`src/rtl/led_scan_pkg.sv`:
```
package led_scan_pkg;
  typedef enum logic [2:0] {
    ST_IDLE,
    ST_PRE,
    ST_SHIFT,
    ST_BLANK_A,
    ST_LATCH,
    ST_BLANK_B
  } scan_state_e;

  typedef struct packed {
    logic sclk_nxt;
    logic latch_nxt;
    logic load;
    logic pad;
    logic clear;
  } lane_ctl_t;
endpackage

```
`src/rtl/led_scan_seq.sv`:
```
module led_scan_seq
  import led_scan_pkg::*;
#(
  parameter int CHAIN_BITS   = 192,
  parameter int PAD_BITS     = 8,
  parameter int NUM_PHASES   = 16,
  parameter int HALF         = 16,
  parameter int DEAD_CYCLES  = 25,
  parameter int LATCH_CYCLES = 200,
  localparam int TOTAL = CHAIN_BITS + PAD_BITS,
  localparam int BW    = $clog2(TOTAL),
  localparam int CW    = $clog2(2 * HALF),
  localparam int IW    = $clog2(CHAIN_BITS),
  localparam int PW    = $clog2(NUM_PHASES),
  localparam int WMAX  = (DEAD_CYCLES > LATCH_CYCLES) ? DEAD_CYCLES : LATCH_CYCLES,
  localparam int WW    = $clog2(WMAX + 1)
) (
  input  logic             clk,
  input  logic             rst,
  output lane_ctl_t        ctl,
  output logic             rd_en,
  output logic [PW+IW-1:0] rd_addr,
  output logic             blank_ev,
  output logic             show_ev,
  output logic [PW-1:0]    phase,
  output logic             frame_start
);
  scan_state_e   st_q, st_n;
  logic [CW-1:0] cnt_q, cnt_n;
  logic [BW-1:0] bidx_q, bidx_n;
  logic [WW-1:0] wcnt_q, wcnt_n;
  logic [PW-1:0] phase_q, phase_n;
  logic          fs_q, fs_n;
  logic          load;
  logic [BW:0]   bnext, didx;
  logic [IW-1:0] rd_idx;

  assign bnext = {1'b0, bidx_q} + (BW+1)'(1);
  assign didx  = bnext - (BW+1)'(PAD_BITS);

  always_comb begin
    st_n     = st_q;
    cnt_n    = cnt_q;
    bidx_n   = bidx_q;
    wcnt_n   = wcnt_q;
    phase_n  = phase_q;
    load     = 1'b0;
    blank_ev = 1'b0;
    show_ev  = 1'b0;
    fs_n     = 1'b0;
    rd_en    = 1'b0;
    rd_idx   = '0;
    unique case (st_q)
      ST_IDLE: begin
        st_n  = ST_PRE;
        cnt_n = '0;
        fs_n  = 1'b1;
      end
      ST_PRE: begin
        if (cnt_q == '0) begin
          cnt_n = CW'(1);
          rd_en = (PAD_BITS == 0);
        end else begin
          st_n   = ST_SHIFT;
          cnt_n  = '0;
          bidx_n = '0;
          load   = 1'b1;
        end
      end
      ST_SHIFT: begin
        if (cnt_q == CW'(2 * HALF - 2) && bidx_q != BW'(TOTAL - 1) &&
            int'(bnext) >= PAD_BITS) begin
          rd_en  = 1'b1;
          rd_idx = didx[IW-1:0];
        end
        if (cnt_q == CW'(2 * HALF - 1)) begin
          cnt_n = '0;
          if (bidx_q == BW'(TOTAL - 1)) begin
            st_n     = ST_BLANK_A;
            wcnt_n   = '0;
            blank_ev = 1'b1;
          end else begin
            bidx_n = bidx_q + BW'(1);
            load   = 1'b1;
          end
        end else begin
          cnt_n = cnt_q + CW'(1);
        end
      end
      ST_BLANK_A: begin
        if (wcnt_q == WW'(DEAD_CYCLES - 1)) begin
          st_n   = ST_LATCH;
          wcnt_n = '0;
        end else begin
          wcnt_n = wcnt_q + WW'(1);
        end
      end
      ST_LATCH: begin
        if (wcnt_q == WW'(LATCH_CYCLES - 1)) begin
          st_n   = ST_BLANK_B;
          wcnt_n = '0;
        end else begin
          wcnt_n = wcnt_q + WW'(1);
        end
      end
      ST_BLANK_B: begin
        if (wcnt_q == WW'(DEAD_CYCLES - 1)) begin
          st_n    = ST_PRE;
          cnt_n   = '0;
          show_ev = 1'b1;
          fs_n    = (phase_q == PW'(NUM_PHASES - 1));
          phase_n = fs_n ? '0 : phase_q + PW'(1);
        end else begin
          wcnt_n = wcnt_q + WW'(1);
        end
      end
      default: st_n = ST_IDLE;
    endcase
  end

  always_comb begin
    ctl.sclk_nxt  = (st_n == ST_SHIFT) && (int'(cnt_n) >= HALF);
    ctl.latch_nxt = (st_n == ST_LATCH);
    ctl.load      = load;
    ctl.pad       = int'(bidx_n) < PAD_BITS;
    ctl.clear     = (st_n != ST_SHIFT);
  end

  always_ff @(posedge clk) begin
    if (rst) begin
      st_q    <= ST_IDLE;
      cnt_q   <= '0;
      bidx_q  <= '0;
      wcnt_q  <= '0;
      phase_q <= '0;
      fs_q    <= 1'b0;
    end else begin
      st_q    <= st_n;
      cnt_q   <= cnt_n;
      bidx_q  <= bidx_n;
      wcnt_q  <= wcnt_n;
      phase_q <= phase_n;
      fs_q    <= fs_n;
    end
  end

  assign rd_addr     = {phase_q, rd_idx};
  assign phase       = phase_q;
  assign frame_start = fs_q;
endmodule

```
`src/rtl/led_scan_lane.sv`:
```
module led_scan_lane
  import led_scan_pkg::*;
(
  input  logic      clk,
  input  logic      rst,
  input  lane_ctl_t ctl,
  input  logic      rd_bit,
  output logic      sclk,
  output logic      sdata,
  output logic      latch
);
  always_ff @(posedge clk) begin
    if (rst) begin
      sclk  <= 1'b0;
      sdata <= 1'b0;
      latch <= 1'b0;
    end else begin
      sclk  <= ctl.sclk_nxt;
      latch <= ctl.latch_nxt;
      if (ctl.clear)
        sdata <= 1'b0;
      else if (ctl.load)
        sdata <= ctl.pad ? 1'b0 : rd_bit;
    end
  end
endmodule

```
`src/rtl/led_scan_rows.sv`:
```
module led_scan_rows #(
  parameter int NUM_PHASES = 16,
  localparam int PW = $clog2(NUM_PHASES)
) (
  input  logic                  clk,
  input  logic                  rst,
  input  logic                  blank_ev,
  input  logic                  show_ev,
  input  logic [PW-1:0]         phase,
  output logic [NUM_PHASES-1:0] row_en
);
  always_ff @(posedge clk) begin
    if (rst) begin
      row_en <= '0;
    end else if (blank_ev) begin
      row_en <= '0;
    end else if (show_ev) begin
      for (int i = 0; i < NUM_PHASES; i++)
        row_en[i] <= (PW'(i) == phase);
    end
  end
endmodule

```
`src/rtl/led_scan_ctrl.sv`:
```
module led_scan_ctrl
  import led_scan_pkg::*;
#(
  parameter int CLK_HZ       = 50_000_000,
  parameter int MAX_SCLK_HZ  = 3_300_000,
  parameter int HALF_DIV     = 16,
  parameter int NUM_CHAINS   = 2,
  parameter int CHAIN_BITS   = 192,
  parameter int PAD_BITS     = 8,
  parameter int NUM_PHASES   = 16,
  parameter int DEAD_CYCLES  = 25,
  parameter int LATCH_CYCLES = 200,
  localparam int IW = $clog2(CHAIN_BITS),
  localparam int PW = $clog2(NUM_PHASES)
) (
  input  logic                  clk,
  input  logic                  rst,
  output logic                  fb_rd_en,
  output logic [PW+IW-1:0]      fb_addr,
  input  logic [NUM_CHAINS-1:0] fb_rd_data,
  output logic [NUM_CHAINS-1:0] sclk,
  output logic [NUM_CHAINS-1:0] sdata,
  output logic [NUM_CHAINS-1:0] latch,
  output logic [NUM_PHASES-1:0] row_en,
  output logic                  frame_start
);
  localparam int MIN_HALF = (CLK_HZ + 2 * MAX_SCLK_HZ - 1) / (2 * MAX_SCLK_HZ);
  localparam int HALF_EFF = (HALF_DIV > MIN_HALF) ? HALF_DIV : MIN_HALF;

  lane_ctl_t     ctl;
  logic          blank_ev, show_ev;
  logic [PW-1:0] phase;

  led_scan_seq #(
    .CHAIN_BITS  (CHAIN_BITS),
    .PAD_BITS    (PAD_BITS),
    .NUM_PHASES  (NUM_PHASES),
    .HALF        (HALF_EFF),
    .DEAD_CYCLES (DEAD_CYCLES),
    .LATCH_CYCLES(LATCH_CYCLES)
  ) u_seq (
    .clk        (clk),
    .rst        (rst),
    .ctl        (ctl),
    .rd_en      (fb_rd_en),
    .rd_addr    (fb_addr),
    .blank_ev   (blank_ev),
    .show_ev    (show_ev),
    .phase      (phase),
    .frame_start(frame_start)
  );

  for (genvar c = 0; c < NUM_CHAINS; c++) begin : g_lane
    led_scan_lane u_lane (
      .clk   (clk),
      .rst   (rst),
      .ctl   (ctl),
      .rd_bit(fb_rd_data[c]),
      .sclk  (sclk[c]),
      .sdata (sdata[c]),
      .latch (latch[c])
    );
  end

  led_scan_rows #(.NUM_PHASES(NUM_PHASES)) u_rows (
    .clk     (clk),
    .rst     (rst),
    .blank_ev(blank_ev),
    .show_ev (show_ev),
    .phase   (phase),
    .row_en  (row_en)
  );
endmodule

```
`config.mk`:
```
export PLATFORM = sky130hd
export DESIGN_NAME = led_scan_ctrl
export DESIGN_NICKNAME = d
export VERILOG_FILES = /design/src/rtl/led_scan_pkg.sv /design/src/rtl/led_scan_seq.sv /design/src/rtl/led_scan_lane.sv /design/src/rtl/led_scan_rows.sv /design/src/rtl/led_scan_ctrl.sv
export SDC_FILE = /design/constraint.sdc
export NUM_CORES = 1
export LEC_CHECK = 0
export ABC_AREA = 1
export BUFFER_PORTS_ARGS = -buffer_cell sky130_fd_sc_hd__clkbuf_2
export CORE_MARGIN = 2
export CORE_UTILIZATION = 35
export DETAILED_ROUTE_END_ITERATION = 7
export PLACE_DENSITY_LB_ADDON = 0.05
export SKIP_LAST_GASP = 1
export SLEW_MARGIN = 40
export SYNTH_ARGS = -nofsm -noshare
export SYNTH_HDL_FRONTEND = slang
export SYNTH_SLANG_ARGS = --single-unit
```
`constraint.sdc`:
```
create_clock -name clk -period 2.9 [get_ports clk]
set_input_delay 0.145 -clock clk [delete_from_list [all_inputs] [get_ports clk]]
set_output_delay 0.145 -clock clk [all_outputs]
set_load 0.02 [all_outputs]
```
-- Yosys cells after proc, flatten, opt, wreduce, memory -nomap -nowiden
Index checks and enable logic that the tools add are counted.
- muxes and demuxes: 39
- add/sub/neg operators: 6
- reduce and logical (&&, ||, !) cells: 11
- $lt $le $gt $ge: 3
- equal/unequal tests: 33
- operators by type and width (operator ; count):
    8-bit 2-to-1 mux ; 10
    4-bit equality test, first input constant ; 8
    8-bit case mux with 4 select lines ; 1
    5-bit case mux with 4 select lines ; 1
    3-bit 2-to-1 mux ; 6
    3-bit case mux with 6 select lines ; 1
    8-bit by 1-bit adder with 8-bit output, second input constant ; 2
    3-bit by 4-bit equality test with 1-bit output, first input constant ; 4
    8-bit equality test, second input constant ; 2
    8-bit case mux with 2 select lines ; 1
    1-bit 2-to-1 mux ; 14
    5-bit equality test, second input constant ; 2
    5-bit 2-to-1 mux ; 2
    8-bit by 1-bit adder with 9-bit output, second input constant ; 1
    3-bit by 2-bit equality test with 1-bit output, second input constant ; 3
    3-bit equality test, second input constant ; 3
    9-bit by 4-bit greater-or-equal comparator with 1-bit output, second input constant ; 1
    2-bit by 4-bit equality test with 1-bit output, first input constant ; 2
    8-bit by 5-bit equality test with 1-bit output, second input constant ; 1
    8-bit by 4-bit < comparator with 1-bit output, second input constant ; 1
    8-bit != test, second input constant ; 1
    8-bit by 4-bit subtractor with 8-bit output, second input constant ; 1
    5-bit by 1-bit adder with 5-bit output, second input constant ; 1
    5-bit greater-or-equal comparator, second input constant ; 1
    17 further kinds ; 22
- register bits: 49
- input bits: 4
- output and inout port bits: 36
- word-level logic and storage cells: 103

-- Depth between registers and ports, before layout
- depth in word-level cells: 6
- depth in mapped cells: 13
- depth with buffers taken out: 13

-- Modules after synthesis
Synthesis repeated with hierarchy kept, for this count alone.
- cells, all modules: 465
- area total of the unflattened synthesis: 3015.4 µm²
- modules (own cells, without submodules) (module ; seq. area each (µm²) ; cells each ; instances ; area each (µm²)):
    led_scan_seq ; 580.6 ; 335 ; 1 ; 2077.0
    led_scan_rows ; 320.3 ; 100 ; 1 ; 725.7
    led_scan_lane ; 60.1 ; 15 ; 2 ; 106.4

-- Worst setup path after synthesis
No wires, ideal clock.
- kind: reg-to-output
- from: register u_seq.bidx_q[0]
- to: output fb_addr[0]
- cell stages (with the launch flop): 11
- arrival time: 1.750 ns
- required time: 2.755 ns
- buffers on the path: 0
- path slack: 1.005 ns
- cell sequence: dfxtp_1 > ha_1 > nand2_1 > inv_1 > nand2_1 > xor2_1 > inv_1 > ha_1 > nand2_1 > o21ai_2 > nor2_1
- longest elaborated chain between the ends: 5
- elaborated cells on any way between the ends: 8
- classes of those cells: 2 x add/sub; 1 x order compare; 1 x eq/ne; 2 x mux; 2 x reduce/logical
- RTL lines (element ; line ; source):
    start: declaration ; led_scan_seq.sv:30 ; logic [BW-1:0] bidx_q, bidx_n;
    start signal: assignment ; led_scan_seq.sv:140 ; bidx_q <= bidx_n;
    8-bit by 1-bit adder with 9-bit output / 8-bit != test (equally long branches) ; led_scan_seq.sv:38, led_scan_seq.sv:71 ;
    9-bit by 4-bit greater-or-equal comparator with 1-bit output / 1-bit logical AND (equally long branches) ; led_scan_seq.sv:72, led_scan_seq.sv:71 ;
    1-bit logical AND ; led_scan_seq.sv:71 ; if (cnt_q == CW'(2 * HALF - 2) && bidx_q != BW'(TOTAL - 1) &&
    8-bit 2-to-1 mux * ; led_scan_seq.sv:71 ;
    8-bit 2-to-1 mux * ; led_scan_seq.sv:53 ; unique case (st_q)
    end: declaration ; led_scan_ctrl.sv:19 ; output logic [PW+IW-1:0] fb_addr,
Mark *: on every way between the ends. The rest lies on a longest branch, timed or not.

-- Worst setup path after layout
- from: register u_seq.bidx_q[0]
- to: output fb_addr[7]
The elaborated chain is that of the path after synthesis.

==> results.cfg <==
[sta]
hold_slack_ns = 0.0781
finalMaxSlewViolations = 0
slew_headroom = 0.638
skew_ns = 0.0146
setup_ws_ns = 0.389
min_period_ns = 2.51
setup_viol = 0
max_freq_ghz = 0.398
min_period_over_period = 0.866
rsz0062_at_grt = false
worst_pin_slew_ns = 0.542
setup_tns_ns = 0
hold_viol = 0

[placed_design]
place.detailed.hpwl_mm = 5.02
portBuffers = 39
dp_slack_ns = 0.703
gp_congestion = 0.854

[synth]
synth_area_um2 = 2750
yosys.area.top_type = dfxtp_1
synth_nets = 409
async_flop_share = 0
ys_ff_latch = 49
synth_cell_type_count = 37
synthesis.instances = 392
avgSynthCellArea_um2 = 7.02
synthTopCellsByCount = 80 x nand2_1, 49 x dfxtp_1, 46 x inv_1
synth-main-ff-cell = dfxtp_1
synth.most_common_cell = nand2_1
netlist_top_cells_area = dfxtp_1 36%, nand2_1 11%, nand3_1 7.1%
netlist.area_leader.share = 0.356
yosys_warnings = 0
synth-seq-area-share = 0.356
synth_edf_count = 0

[setup_path]
crit_type = flop to primary output
worst_ep_arrival_time_ns = 2.37
start_kind = flop
cp_max_fo = 9
required_ns = 2.76
end_kind = primary output

[floorplanning]
num_io_pins = 40
initial_core_util = 0.358
fp.coreArea_um2 = 7690
die_x_um = 92.7
rows = 32
die-area_um2 = 8590
die_h_um = 92.7

[global_routing]
grt_max_degree = 21
grt_pass1_vias = 2415
antenna_found_initial = 0
grt-ovfl-total = 0
grt_use_total = 0.163
grt_pass1_wl_mm = 11.2

[clock_network]
clk_pin_slew_worst_paths_ns = 0.10
htreeDepth = 2
clkSinkCount = 49
clock_latency_ns = 0.32
clockBufferDepth = 2
postCtsSetupRepairBufs = 0
holdBufCountCts = 0
cts.repair.resized = 0
cts_inserted_buffers = 5
cts_tree = done
root_buffer = clkbuf_8

[routing]
viasPerCell = 4.74
drtPass1Iterations = 4
ant_nets = 0
via_count = 2501
drc_errors = 0
wl_mm = 6.58
routedWlPerCell_um = 12.5
drtIter0Drc = 68

[layout]
syn_to_final_growth_pct = 12.2
diodes = 0
multi_input_area_um2 = 1490
layout-drive-gt1-share = 0.162
num-fill-cells = 842
nets = 442
seq_area_um2 = 981
fin_util = 0.402

[power]
ir_drop_uv = 229
power_density_nw_per_um2 = 514
leakage_uw = 0.00140

[flow_run]
maxCapViolCount = 0

[outcome]
run_status = finished clean

[min_path]
worstHoldPathType = primary input to flop
[cell families after synthesis]
kind of cell               share of synthesized area
and+or+nand+nor                                0.330
buffers and inverters                          0.102
AOI/OAI and AO/OA                              0.115
DFF                                            0.356
adders and majority gates                     0.0591
xor gates and xnor gates                      0.0382
[cell usage in the layout, fill, tap and decap left out, types with 2 or more instances in the layout]
| master | count |
|---|---|
| inv_2 | 5 |
| dfxtp_1 | 49 |
| nand4_1 | 7 |
| a21oi_1 | 38 |
| nand2_1 | 80 |
| inv_1 | 46 |
| nor3_1 | 6 |
| xor2_1 | 6 |
| clkbuf_2 | 39 |
| nand3_1 | 39 |
| clkinvlp_4 | 2 |
| nand2_2 | 4 |
| or2_2 | 3 |
| nor2_1 | 42 |
| o211ai_1 | 2 |
| xnor2_1 | 6 |
| nand4_4 | 2 |
| nor2_4 | 2 |
| clkbuf_8 | 5 |
| o21ai_0 | 12 |
| nor2_2 | 3 |
| ha_1 | 13 |
[power by group]
group	switching (uW)	internal [uW]
clock	257	176
combinational	285	118
sequential	41.5	710
total	584	1000
[sequential cells by signal, indices dropped and copies added (netlist names), named ones only]
name,flops
u_seq.cnt_q,3
u_seq.wcnt_q,8
u_seq.bidx_q,8
u_seq.frame_start,1
g_lane.u_lane.sdata,2
u_rows.row_en,16
g_lane.u_lane.sclk,1
g_lane.u_lane.latch,1
u_seq.st_q,3
u_seq.phase,4
[per-stage QoR]
stage / std cells / power, uW / area, um^2
floorplan: 392 / 1080 / 2750
CTS: 528 / 1610 / 3090
detailed placement: 520 / 1170 / 2990
global route: 528 / 1700 / 3090
finish: 528 / 1590 / 3090
global placement: 520 / 1170 / 2990
[cell type report]
class                      instances  area share
multi-input combinational        278       0.483
timing repair buffer              39      0.0632
inverter                          52      0.0640
tap                              102      0.0413
clock inverter                     3     0.00851
clock buffer                       5      0.0223
sequential                        49       0.318
[worst max-delay path, cell delays in order (launching register included)]
cell and delay, ns:
dfxtp_1 0.44, ha_1 0.22, nand2_1 0.09, inv_1 0.08, nand2_1 0.06, xor2_1 0.26, inv_1 0.10, ha_1 0.22
nand2_1 0.12, o21ai_2 0.13, nor2_1 0.13, clkbuf_2 0.18
[final timing paths]
check	from	endpoint	slack [ns]	cells past startpoint
worst min register to register	u_rows.row_en[2]	u_rows.row_en[2]	0.47	2
worst min-delay path	fb_rd_data[1]	g_lane[1].u_lane.sdata	0.08	3
worst max register to register	u_seq.cnt_q[1]	g_lane[0].u_lane.sdata	0.82	13
worst max-delay path	u_seq.bidx_q[0]	fb_addr[7]	0.39	11
[layer usage]
layer / wire length [um] / vias up / track usage
met5: 0 / - / 0
met2: 2950 / 35 / 0.271
met4: 77 / 0 / 0.0478
li1: - / 1334 / -
met3: 196 / 8 / 0.0269
met1: 3360 / 1124 / 0.217
Power figures use the tool's default switching activity.
